$ cat src/rtl/xlat_inval_pkg.sv
package xlat_inval_pkg;
  // strobes from control to datapath
  typedef struct packed {
    logic load;     // accepted write: capture fields
    logic start;    // accepted write with go bit
    logic step;     // one entry issued this cycle
    logic flagErr;  // write arrived while busy
  } invStrobes_t;
endpackage

$ cat src/rtl/inval_ctrl.sv
module inval_ctrl
  import xlat_inval_pkg::*;
#(
  parameter int CNT_W = 11
) (
  input  logic             clk,
  input  logic             rstN,
  input  logic             wrEn,
  input  logic             goBit,
  input  logic [CNT_W-1:0] cntField,
  output logic             busy,
  output logic             errFlag,
  output invStrobes_t      strobes
);
  localparam int REM_W = CNT_W + 1;
  localparam logic [REM_W-1:0] FULL_CNT = REM_W'(1) << CNT_W;

  logic [REM_W-1:0] remaining;
  logic [REM_W-1:0] startCnt;
  logic             lastEntry;

  always_comb begin
    strobes.load    = wrEn && !busy;
    strobes.start   = wrEn && !busy && goBit;
    strobes.step    = busy;
    strobes.flagErr = wrEn && busy;
  end

  assign startCnt  = (cntField == '0) ? FULL_CNT : {1'b0, cntField};
  assign lastEntry = busy && (remaining == REM_W'(1));

  always_ff @(posedge clk) begin
    if (!rstN) begin
      busy      <= 1'b0;
      remaining <= '0;
      errFlag   <= 1'b0;
    end else begin
      if (strobes.start) begin
        busy      <= 1'b1;
        remaining <= startCnt;
      end else if (strobes.step) begin
        remaining <= remaining - REM_W'(1);
        if (lastEntry) busy <= 1'b0;
      end
      if (strobes.flagErr)   errFlag <= 1'b1;
      else if (strobes.load) errFlag <= 1'b0;
    end
  end
endmodule

$ cat src/rtl/inval_datapath.sv
module inval_datapath
  import xlat_inval_pkg::*;
#(
  parameter int WORD_W   = 64,
  parameter int CNT_W    = 11,
  parameter int CNT_LSB  = 53,
  parameter int ADDR_MSB = 41,
  parameter int ADDR_LSB = 3
) (
  input  logic                         clk,
  input  logic                         rstN,
  input  invStrobes_t                  strobes,
  input  logic [CNT_W-1:0]             cntField,
  input  logic [ADDR_MSB-ADDR_LSB:0]   idxField,
  input  logic                         busy,
  input  logic                         errFlag,
  output logic [WORD_W-1:0]            rdData,
  output logic [ADDR_MSB:0]            invAddr
);
  localparam int IDX_W = ADDR_MSB - ADDR_LSB + 1;

  logic [CNT_W-1:0] cmdCnt;
  logic [IDX_W-1:0] cmdIdx;
  logic [IDX_W-1:0] cursor;

  always_ff @(posedge clk) begin
    if (!rstN) begin
      cmdCnt <= '0;
      cmdIdx <= '0;
      cursor <= '0;
    end else if (strobes.load) begin
      cmdCnt <= cntField;
      cmdIdx <= idxField;
      cursor <= idxField;
    end else if (strobes.step) begin
      cursor <= cursor + IDX_W'(1);
    end
  end

  always_comb begin
    invAddr = '0;
    invAddr[ADDR_MSB:ADDR_LSB] = cursor;
  end

  always_comb begin
    rdData = '0;
    rdData[CNT_LSB +: CNT_W]  = cmdCnt;
    rdData[ADDR_LSB +: IDX_W] = cmdIdx;
    rdData[1] = errFlag;
    rdData[0] = busy;
  end
endmodule

$ cat src/rtl/xlat_inval_engine.sv
module xlat_inval_engine
  import xlat_inval_pkg::*;
#(
  parameter int WORD_W   = 64,
  parameter int CNT_W    = 11,
  parameter int CNT_LSB  = 53,
  parameter int ADDR_MSB = 41,
  parameter int ADDR_LSB = 3
) (
  input  logic              clk,
  input  logic              rstN,
  input  logic              wrEn,
  input  logic [WORD_W-1:0] wrData,
  output logic [WORD_W-1:0] rdData,
  output logic              invValid,
  output logic [ADDR_MSB:0] invAddr
);
  invStrobes_t strobes;
  logic        busy;
  logic        errFlag;
  logic        wrUnused;

  // reserved command bits carry no meaning
  assign wrUnused = ^{wrData[CNT_LSB-1:ADDR_MSB+1], wrData[ADDR_LSB-1:1]};

  inval_ctrl #(.CNT_W(CNT_W)) u_ctrl (
    .clk      (clk),
    .rstN     (rstN),
    .wrEn     (wrEn),
    .goBit    (wrData[0]),
    .cntField (wrData[CNT_LSB +: CNT_W]),
    .busy     (busy),
    .errFlag  (errFlag),
    .strobes  (strobes)
  );

  inval_datapath #(
    .WORD_W(WORD_W), .CNT_W(CNT_W), .CNT_LSB(CNT_LSB),
    .ADDR_MSB(ADDR_MSB), .ADDR_LSB(ADDR_LSB)
  ) u_dp (
    .clk      (clk),
    .rstN     (rstN),
    .strobes  (strobes),
    .cntField (wrData[CNT_LSB +: CNT_W]),
    .idxField (wrData[ADDR_MSB:ADDR_LSB]),
    .busy     (busy),
    .errFlag  (errFlag),
    .rdData   (rdData),
    .invAddr  (invAddr)
  );

  assign invValid = busy;
endmodule

$ cat config.mk
export PLATFORM = sky130hd
export DESIGN_NAME = xlat_inval_engine
export DESIGN_NICKNAME = d
export VERILOG_FILES = /design/src/rtl/xlat_inval_pkg.sv /design/src/rtl/inval_ctrl.sv /design/src/rtl/inval_datapath.sv /design/src/rtl/xlat_inval_engine.sv
export SDC_FILE = /design/constraint.sdc
export NUM_CORES = 1
export LEC_CHECK = 0
export BUFFER_PORTS_ARGS = -buffer_cell sky130_fd_sc_hd__buf_4
export CAP_MARGIN = 20
export CORE_UTILIZATION = 45
export DETAILED_ROUTE_END_ITERATION = 6
export PLACE_DENSITY = 0.85
export SLEW_MARGIN = 20
export SYNTH_ARGS = -nofsm -noshare
export SYNTH_HDL_FRONTEND = slang
export SYNTH_SLANG_ARGS = --single-unit
$ cat constraint.sdc
create_clock -name clk -period 2.1 [get_ports clk]
set_clock_uncertainty 0.05 [all_clocks]
set_input_delay 0.42 -clock clk [delete_from_list [all_inputs] [get_ports clk]]
set_output_delay 0.42 -clock clk [all_outputs]
set_load 0.005 [all_outputs]
==> out/results.tsv, run 1 <==
metric	value	unit
result_of_the_run	finished, final reports clean	
critPathCaptureType	flip-flop	
worstPathArrival	2.23	ns
drt-pass1-iter-count	5	
post_route_cells_drive_above_1_share	29.5	%
reg2regPathDepth	5	
num_antenna_cells	0	
hold_path_class	input pin to flip-flop	
vias	5221	
worst_path_largest_cell_delay	0.61	ns
postSynthAreaPerCell	7.91	µm²
postSynth.asyncResetShare	0	%
instances_no_fill	911	
cts-htree-levels	3	
hp-start	wrData[23]	
area_growth	33.5	%
rows	37	
clock-sinks	103	
crit_path_leading_delay_family	simple AND/OR/NAND/NOR gates	
cts_max_path_buffers	2	
grt_max_degree	45	
fill_cell_total_of_the_finished_layout	912	
tritoncts.num_buffers	9	
setup_fix_bufs_post_cts	0	
totalWireLength	14900	µm
first_global_vias	4902	
antenna_found_initial	0	
tritoncts_clock_tree	yes	
i_o_pins	174	
syn_inst	621	
leakage	2.72	nW
whs_path_depth	3	
die_height	106	µm
postRouteAntennaNets	0	
routabilityCongestion	0.892	
dieArea	11300	µm²
utilization	62.7	%
critPathSlowestCell	sky130_fd_sc_hd__or4b_4	
ctsRootBufferMaster	sky130_fd_sc_hd__clkbuf_8	
core_area	10500	µm²
cap_violations	0	
crit_required	2.31	ns
grt.overflow.total	0	
gr_usage_total	25.9	%
placed_cells	897	
yosysSeqAreaShare	42.0	%
worst_hold_slack	0.247	ns
post-dp-hpwl	10600	µm
finalCritPeriodShare	96.2	%
wire_length_of_the_first_global_routing_pass	23600	µm
route.detailed.vias_per_inst	5.73	
finalWorstPathRequiredPeriod	2.02	ns
reg2reg_to	u_dp.cursor[35]	
crit_path_buf_inv_count	0	
max_freq	495	MHz
crit_chain	nand4_1 > or4b_4 > nor4_2 > xnor2_1 > o22ai_1	
initial_standard_cell_utilization_of_the_core	46.9	%
synth_flop_cell	sky130_fd_sc_hd__dfxtp_1	
final_design_area_no_fill	6560	µm²
timing.final.max_slew_violations	0	
slew_headroom	51.2	%
power_per_cell_area	700	nW/µm²
r2r_start	u_dp.cursor[13]	
worst_skew_pair.late_latency	0.38	ns
nets	842	
numPortBuffers	145	
detail_route.drc_violations	0	
max-vdd-ir-drop	371	µV
setup_tns	0	ns
placed_cell_areas	6280	µm²
crit_path_start_kind	flip-flop	
netlist-cell-type-count	53	
setup_repair_after_global_routing_missed_its_margin	false	
clock_transition_at_the_registers_of_the_reported_paths	0.10	ns
register_to_register_setup_slack	0.08	ns
tightest_slew	0.731	ns
synth-edff-count	0	
number_of_drc_markers_in_iteration_0	322	
hold_viol_final	0	
hold_worst_path_end	u_dp.cmdIdx[20]	
ys_warn_count	0	
routedWlPerCell	16.3	µm
path_class	flip-flop to flip-flop	
netlist_area	4910	µm²
dieWidth	106	µm
timing.critical_path.fanout_max	6	
finalSetupViolations	0	
synthesis_stage_register_bit_count	103	
==> state kept, by name, indices dropped and copies added (netlist names) <==
| signal | flops |
|---|---|
| u_ctrl.busy | 1 |
| u_ctrl.errFlag | 1 |
| u_ctrl.remaining | 12 |
| u_dp.cmdCnt | 11 |
| u_dp.cmdIdx | 39 |
| u_dp.cursor | 39 |
==> timing repair <==
item / in CTS / in global routing
hold buffers: 0 / 0
gates resized for setup: 0 / 8
setup endpoints to repair: 0 / 10
==> worst max path at each step <==
stage	startpoint	end	slack, ns	depth (start not counted)
after global routing	u_dp.cursor[1]	u_dp.cursor[36]	0.01	6
final	u_dp.cursor[13]	u_dp.cursor[35]	0.08	5
after floorplan	u_dp.cursor[4]	u_dp.cursor[27]	0.03	5
after global placement	u_dp.cursor[0]	u_dp.cursor[36]	0.09	6
after CTS	u_dp.cursor[0]	u_dp.cursor[36]	0.005	6
after detailed placement	u_dp.cursor[0]	u_dp.cursor[36]	0.03	6
==> logic make-up after synthesis <==
logic type / synth area share (%)
DFF: 42.0
buffers and inverters: 6.47
xor gates and xnor gates: 1.78
muxes: 3.06
adders and majority gates: 0.764
other: 0.0764
and+or+nand+nor: 26.0
AOI/OAI and AO/OA: 19.9
==> cell usage after synthesis (7+ instances only) <==
| library cell | number | area share, % |
|---|---|---|
| sky130_fd_sc_hd__a211oi_1 | 13 | 2.0 |
| sky130_fd_sc_hd__a21oi_1 | 76 | 7.7 |
| sky130_fd_sc_hd__a31oi_1 | 12 | 1.5 |
| sky130_fd_sc_hd__and3_1 | 7 | 0.89 |
| sky130_fd_sc_hd__buf_4 | 17 | 2.6 |
| sky130_fd_sc_hd__clkbuf_1 | 36 | 2.8 |
| sky130_fd_sc_hd__dfxtp_1 | 103 | 42 |
| sky130_fd_sc_hd__inv_1 | 9 | 0.69 |
| sky130_fd_sc_hd__mux2_2 | 8 | 1.8 |
| sky130_fd_sc_hd__nand2_1 | 130 | 9.9 |
| sky130_fd_sc_hd__nand3_1 | 24 | 2.4 |
| sky130_fd_sc_hd__nand4_1 | 12 | 1.5 |
| sky130_fd_sc_hd__nor2_1 | 33 | 2.5 |
| sky130_fd_sc_hd__nor3_1 | 12 | 1.2 |
| sky130_fd_sc_hd__o21ai_0 | 22 | 2.2 |
| sky130_fd_sc_hd__or4_1 | 7 | 1.1 |
| sky130_fd_sc_hd__xnor2_1 | 7 | 1.2 |
==> layer usage <==
metal  global-route usage, %  wire length, µm  up-vias
met2                    44.0             7120      280
met3                    4.78             1350       18
met5                       0                0        -
li1                        -                -     2480
met1                    33.0             6220     2443
met4                    8.32              179        0
==> worst register-to-register path, stage by stage, from the launching register on <==
cell and delay, ns:
sky130_fd_sc_hd__dfxtp_1 0.38, sky130_fd_sc_hd__nand4_1 0.22, sky130_fd_sc_hd__or4b_4 0.61, sky130_fd_sc_hd__nor4_2 0.37
sky130_fd_sc_hd__xnor2_1 0.18, sky130_fd_sc_hd__o22ai_1 0.11
==> power by group <==
part | total (mW) | switching (mW) | internal, mW
combinational | 0.884 | 0.449 | 0.434
sequential | 2.23 | 0.129 | 2.10
clock | 1.48 | 0.672 | 0.810
==> final cells by class <==
cell class,count,area (µm²),share of cell area (%)
inverter,9,33.8,0.515
tap,136,170,2.60
timing repair buffer,184,1420,21.6
clock inverter,4,95.1,1.45
multi-input combinational,465,2630,40.2
sequential,103,2070,31.5
clock buffer,10,138,2.10
==> per-stage QoR <==
stage	worst slack (ns)	total power [mW]
3_3_place_gp	0.0863	3.10
5_1_grt	0.0136	4.78
3_5_place_dp	0.0268	3.14
4_1_cts	0.00477	4.59
2_1_floorplan	0.0251	2.69
6_report	0.0795	4.59
==> cells in the final DEF (no fill, tap or decap), drive strengths merged, types with 6 or more instances in the layout <==
cell / Yosys / routed
o21ai: 22 / 22
buf: 22 / 184
mux2i: 6 / 6
nand4: 13 / 13
mux2: 8 / 8
nand2: 130 / 130
nor3: 15 / 15
o21a: 6 / 6
nand3: 24 / 24
a21oi: 76 / 76
xnor2: 7 / 7
inv: 9 / 9
a31oi: 12 / 12
and4: 6 / 6
or4: 7 / 7
a211oi: 13 / 13
nor4: 9 / 9
conb: 1 / 15
nor2: 33 / 33
a311oi: 6 / 6
clkbuf: 36 / 10
and3: 7 / 7
dfxtp: 103 / 103
Note: power is estimated with default switching activity, not from simulation.
==> inputs of run 2 (changes only) <==
==> constraint.sdc (replaced) <==
create_clock -name clk -period 1.7 [get_ports clk]
set_clock_uncertainty 0.05 [all_clocks]
set_input_delay 0.34 -clock clk [delete_from_list [all_inputs] [get_ports clk]]
set_output_delay 0.34 -clock clk [all_outputs]
set_load 0.005 [all_outputs]
==> run 2 against run 1 <==
The run now ends with setup timing left; non-clock buffer count grew 54; routed wire length rose by 11%; sequential power is 23% higher; clock-buffer cell count fell by 1; critical path depth did not move; via count is 6.1% higher; core utilization is 5.9 points higher; combinational power is 48% higher; hold slack got worse by 0.079 ns; register-to-register slack got worse by 0.27 ns; critical endpoint is now u_dp.cursor[15]; largest cell class unchanged; largest power group unchanged; highest routed layer unchanged.
==> out/results.tsv, run 2 (same netlist as run 1, synthesis figures left out) <==
metric	value	unit	change
numPortBuffers	145		unchanged
i_o_pins	174		unchanged
power_per_cell_area	782	nW/µm²	+12%
max-vdd-ir-drop	521	µV	+41%
instances_no_fill	967		+6.1%
ctsRootBufferMaster	sky130_fd_sc_hd__clkbuf_8		
crit_required	1.94	ns	-0.37 ns
hold_viol_final	0		unchanged
leakage	3.14	nW	+15%
whs_path_depth	3		unchanged
timing.critical_path.fanout_max	4		-2
cts-htree-levels	3		unchanged
num_antenna_cells	0		unchanged
fill_cell_total_of_the_finished_layout	805		-12%
wire_length_of_the_first_global_routing_pass	26200	µm	+11%
crit_path_start_kind	flip-flop		
r2r_start	u_dp.cursor[2]		
finalCritPeriodShare	111	%	+15 points
setup_repair_after_global_routing_missed_its_margin	true		
routabilityCongestion	0.887		-0.65%
multi_input_comb_area	2850	µm²	+8.1%
area_growth	46.1	%	
hp-start	wrData[23]		
critPathCaptureType	flip-flop		
first_global_vias	5626		+15%
rows	37		unchanged
nets	896		+6.4%
hold_path_class	input pin to flip-flop		
dieArea	11300	µm²	unchanged
max_freq	529	MHz	+6.9%
tritoncts_clock_tree	yes		
dp_slack	-0.253	ns	-0.279 ns
cap_violations	0		unchanged
worstPathArrival	2.13	ns	-0.10 ns
post-dp-hpwl	11800	µm	+11%
highest_count_cells_in_the_layout_ignoring_fill_and_taps	sky130_fd_sc_hd__buf_4 (230), sky130_fd_sc_hd__nand2_1 (128), sky130_fd_sc_hd__dfxtp_1 (86)		
result_of_the_run	finished with violations		
clock-sinks	103		unchanged
postRouteAntennaNets	0		unchanged
finalSetupViolations	23		+23
reg2reg_to	u_dp.cursor[15]		
register_to_register_setup_slack	-0.19	ns	-0.27 ns
reg2regPathDepth	5		unchanged
core_area	10500	µm²	unchanged
finalWorstPathRequiredPeriod	1.89	ns	-0.130 ns
worst_skew_pair.late_latency	0.37	ns	about the same
hold_worst_path_end	u_dp.cmdIdx[20]		
fin_ws	-0.190	ns	-0.270 ns
dieWidth	106	µm	unchanged
die_height	106	µm	unchanged
number_of_drc_markers_in_iteration_0	428		+33%
cts_max_path_buffers	2		unchanged
tritoncts.num_buffers	9		unchanged
antenna_found_initial	0		unchanged
postCtsHoldBufs	0		unchanged
routedWlPerCell	17.0	µm	+4.5%
fin_total_pwr	5.61	mW	+22%
grt_max_degree	40		-11%
detail_route.drc_violations	0		unchanged
clock_transition_at_the_registers_of_the_reported_paths	0.11	ns	about the same
violations_in_the_final_reports	setup timing		
timing.final.max_slew_violations	0		unchanged
seqCellArea	2100	µm²	+1.5%
drt-pass1-iter-count	5		unchanged
post_route_cells_drive_above_1_share	39.0	%	+9.4 points
grt.overflow.total	0		unchanged
totalWireLength	16500	µm	+11%
reg_top3	u_dp.cmdIdx (39), u_dp.cursor (39), u_ctrl.remaining (12)		
initial_standard_cell_utilization_of_the_core	46.9	%	unchanged
mostFrequentLayoutCell	sky130_fd_sc_hd__buf_4		
utilization	68.6	%	+5.9 points
gr_usage_total	28.6	%	+2.7 points
path_class	flip-flop to flip-flop		
placed_cells	943		+5.1%
route.detailed.vias_per_inst	5.73		about the same
vias	5541		+6.1%
## run 2: changes by cell type in the layout (fill, tap and decap cells not counted), moves of 4 or more
cell,delta
sky130_fd_sc_hd__inv_6,+4
sky130_fd_sc_hd__a21oi_1,-4
sky130_fd_sc_hd__dfxtp_1,-13
sky130_fd_sc_hd__nor4_4,+5
sky130_fd_sc_hd__buf_4,+49
sky130_fd_sc_hd__buf_6,+4
sky130_fd_sc_hd__dfxtp_2,+7
sky130_fd_sc_hd__a21oi_2,+4
sky130_fd_sc_hd__dfxtp_4,+6
sky130_fd_sc_hd__nor3_4,+5
## run 2: layer usage
layer	vias to the layer above	wire length (µm)	global-route usage (%)
met5	-	0	0
met4	0	422	10.4
met3	47	1430	6.50
met2	291	8310	50.5
met1	2615	6320	33.8
li1	2588	-	-
## run 2: worst max path at each step
stage                         start  slack [ns]  cells past startpoint         endpoint
finish               u_dp.cursor[2]       -0.19                      5  u_dp.cursor[15]
global route         u_dp.cursor[5]       -0.24                      5  u_dp.cursor[15]
CTS                  u_dp.cursor[2]       -0.18                      6  u_dp.cursor[29]
detailed placement  u_dp.cursor[13]       -0.25                      6  u_dp.cursor[37]
global placement    u_dp.cursor[13]       -0.15                      6  u_dp.cursor[37]
floorplan           u_dp.cursor[10]       -0.19                      6  u_dp.cursor[29]
## run 2: stage by stage
step | setup TNS [ns] | instance area (µm²) | hold WS, ns
after floorplan | -1.12 | 5080 | 0.400
after global placement | -1.12 | 6720 | 0.391
after detailed placement | -2.41 | 6720 | 0.398
after CTS | -1.68 | 7060 | 0.156
after global routing | -4.18 | 7180 | 0.147
final | -2.09 | 7180 | 0.168
## run 2: worst max-delay path, cell delays in order (launching register included)
cell	delay, ns
sky130_fd_sc_hd__dfxtp_4	0.37
sky130_fd_sc_hd__nand4_4	0.13
sky130_fd_sc_hd__or4_4	0.52
sky130_fd_sc_hd__buf_6	0.15
sky130_fd_sc_hd__or4_4	0.41
sky130_fd_sc_hd__a31oi_1	0.19
## run 2: report_power, final
group	internal (mW)	switching, mW	leakage (nW)
Sequential	2.59	0.143	0.856
Combinational	0.659	0.653	2.19
Clock	0.587	0.975	0.101
Total	3.84	1.77	3.14
## run 2: area by class of cell
| cell class | count | area share (%) |
|---|---|---|
| clock buffers | 9 | 1.73 |
| clock inverters | 7 | 0.959 |
| inverters | 9 | 0.471 |
| multi-input cells | 465 | 39.6 |
| flip-flops and latches | 103 | 29.2 |
| well taps | 136 | 2.37 |
| repair buffers | 238 | 25.6 |
## run 2: repair_timing
| item | in CTS | in global routing |
|---|---|---|
| setup endpoints to repair | 26 | 47 |
| pin swaps | 18 | 14 |
| endpoints found under the hold margin | 0 | 0 |
| gates resized for setup | 24 | 24 |
| setup buffers | 7 | 4 |
| gates cloned | 1 | 0 |
==> inputs of run 3 (changes only) <==
--- a/config.mk
+++ b/config.mk
@@ -7,9 +7,11 @@
 export LEC_CHECK = 0
 export BUFFER_PORTS_ARGS = -buffer_cell sky130_fd_sc_hd__buf_4
 export CAP_MARGIN = 20
-export CORE_UTILIZATION = 45
+export CORE_UTILIZATION = 47
+export CTS_BUF_LIST = sky130_fd_sc_hd__clkbuf_8
+export CTS_CLUSTER_SIZE = 25
 export DETAILED_ROUTE_END_ITERATION = 6
-export PLACE_DENSITY = 0.85
+export PLACE_DENSITY = 0.88
 export SLEW_MARGIN = 20
 export SYNTH_ARGS = -nofsm -noshare
 export SYNTH_HDL_FRONTEND = slang
==> run 3 against run 2 <==
Highest routed layer unchanged; largest cell class unchanged; register-to-register slack worse by 0.08 ns; clock-buffer cell count is 2 higher; design area is 1.4% higher; the flow still finishes with violations (setup timing); global-route usage is 1.7 points higher; worst setup slack lost 0.084 ns; clock power is 4% higher; flip-flop and latch count unchanged.
==> out/results.tsv, run 3 (same netlist as run 1, synthesis figures left out) <==
metric	value	unit	change
clock_transition_at_the_registers_of_the_reported_paths	0.10	ns	about the same
postCtsHoldBufs	0		unchanged
number_of_drc_markers_in_iteration_0	542		+27%
numPortBuffers	145		unchanged
dieArea	10900	µm²	-4.2%
crit_required	1.93	ns	about the same
top_signal_layer_used	met4		
cts_max_path_buffers	2		unchanged
clock-sinks	103		unchanged
gr_usage_total	30.3	%	+1.7 points
power_frac_comb	23.3	%	about the same
placed_cell_areas	6730	µm²	about the same
routabilityCongestion	0.912		+2.9%
met1Wirelength	6840	µm	+8.2%
placed_cells	939		-0.42%
core_area	9950	µm²	-4.9%
nets	897		+0.11%
whs_path_depth	3		unchanged
highest_count_cells_in_the_layout_ignoring_fill_and_taps	sky130_fd_sc_hd__buf_4 (229), sky130_fd_sc_hd__nand2_1 (127), sky130_fd_sc_hd__dfxtp_1 (84)		
violations_in_the_final_reports	setup timing		
post-dp-hpwl	11500	µm	-2.3%
register_to_register_setup_slack	-0.27	ns	-0.08 ns
hold_viol_final	0		unchanged
wl_met2	8570	µm	+3.1%
i_o_pins	174		unchanged
ctsRootBufferMaster	sky130_fd_sc_hd__clkbuf_8		
die_height	104	µm	-2.1%
area_growth	48.1	%	
route.detailed.vias_per_inst	5.93		+3.5%
hp-start	wrData[34]		
power_frac_seq	48.3	%	-0.5 points
timing.critical_path.fanout_max	7		+3
totalWireLength	17500	µm	+6.1%
max_freq	507	MHz	-4.2%
result_of_the_run	finished with violations		
clock_power_share	28.5	%	+0.7 points
setup_repair_after_global_routing_missed_its_margin	true		
vias	5723		+3.3%
fin_ws	-0.274	ns	-0.0838 ns
reg2regPathDepth	7		+2
num_antenna_cells	0		unchanged
routedWlPerCell	18.1	µm	+6.3%
cts-htree-levels	3		unchanged
timing.final.max_slew_violations	0		unchanged
max-vdd-ir-drop	546	µV	+4.8%
rows	36		-2.7%
finalSetupViolations	24		+4.3%
hold_path_class	input pin to flip-flop		
cap_violations	0		unchanged
tritoncts.num_buffers	9		unchanged
utilization	73.1	%	+4.5 points
finalCritPeriodShare	116	%	+4.9 points
p_int	4.00	mW	+4.3%
final_design_area_no_fill	7270	µm²	+1.4%
total_switching_power	1.69	mW	-4.8%
tritoncts_clock_tree	yes		
post_route_cells_drive_above_1_share	41.0	%	+2.0 points
crit_path_start_kind	flip-flop		
worst_skew_pair.late_latency	0.37	ns	about the same
power.switching_fraction	29.6	%	-1.9 points
postRouteAntennaNets	0		unchanged
r2r_start	u_dp.cursor[8]		
grt.overflow.total	0		unchanged
fin_total_pwr	5.69	mW	+1.4%
leakage	3.16	nW	+0.42%
path_class	flip-flop to flip-flop		
mostFrequentLayoutCell	sky130_fd_sc_hd__buf_4		
power_per_cell_area	782	nW/µm²	about the same
first_global_vias	5600		-0.46%
critPathCaptureType	flip-flop		
worstPathArrival	2.20	ns	+0.07 ns
reg_top3	u_dp.cmdIdx (39), u_dp.cursor (39), u_ctrl.remaining (12)		
detail_route.drc_violations	0		unchanged
reg2reg_to	u_dp.cursor[34]		
wire_length_of_the_first_global_routing_pass	26900	µm	+2.7%
antenna_found_initial	0		unchanged
finalWorstPathRequiredPeriod	1.97	ns	+0.0838 ns
hold_worst_path_end	u_dp.cmdIdx[31]		
drt-pass1-iter-count	5		unchanged
met3_length	1530	µm	+7.1%
dieWidth	104	µm	-2.1%
instances_no_fill	965		-0.21%
worst_hold_slack	0.163	ns	-0.00521 ns
grt_max_degree	40		unchanged
initial_standard_cell_utilization_of_the_core	49.3	%	+2.4 points
-- run 3: through the flow --
| stage | setup WS (ns) | TNS, ns |
|---|---|---|
| after detailed placement | -0.250 | -2.28 |
| after global placement | -0.149 | -1.19 |
| after floorplan | -0.193 | -1.12 |
| final | -0.274 | -2.91 |
| after global routing | -0.344 | -4.83 |
| after CTS | -0.207 | -2.21 |
-- run 3: power by group through the flow --
stage / clock network, mW / registers, mW / logic, mW
floorplan: 0 / 2.81 / 0.538
global placement: 0 / 2.77 / 1.17
finish: 1.62 / 2.75 / 1.32
global route: 1.77 / 2.76 / 1.42
detailed placement: 0 / 2.78 / 1.21
CTS: 1.63 / 2.73 / 1.25
-- run 3: timing repair --
action	CTS	global route
gates resized for setup	19	49
endpoints found under the setup margin	25	35
cloned	0	0
buffers inserted	8	3
pin swaps	17	11
-- run 3: metal layers --
metal | vias to the layer above | track usage, %
met4 | 0 | 11.1
met5 | - | 0
met3 | 68 | 5.83
met1 | 2685 | 37.9
li1 | 2599 | -
met2 | 371 | 51.6
-- run 3: critical path, stage by stage (launching register included) --
cell and delay [ns]:
sky130_fd_sc_hd__dfxtp_2 0.37, sky130_fd_sc_hd__buf_4 0.15, sky130_fd_sc_hd__nand4_1 0.14, sky130_fd_sc_hd__or4_4 0.49, sky130_fd_sc_hd__buf_6 0.17, sky130_fd_sc_hd__nor3_4 0.15, sky130_fd_sc_hd__xnor2_2 0.10, sky130_fd_sc_hd__a211oi_2 0.25
-- run 3: worst max path at each step --
stage,start,end,cells after the start
CTS,u_dp.cursor[4],u_dp.cursor[29],6
finish,u_dp.cursor[8],u_dp.cursor[34],7
floorplan,u_dp.cursor[10],u_dp.cursor[29],6
detailed placement,u_dp.cursor[13],u_dp.cursor[37],6
global placement,u_dp.cursor[7],u_dp.cursor[29],6
global route,u_dp.cursor[17],u_dp.cursor[28],6
-- run 3: layout make-up --
class / instances / area, µm²
clock buffers: 11 / 151
repair buffers: 239 / 1870
fillers: 684 / 2680
multi-input cells: 465 / 2900
well taps: 133 / 166
clock inverters: 5 / 57.6
inverters: 9 / 33.8
flip-flops and latches: 103 / 2100
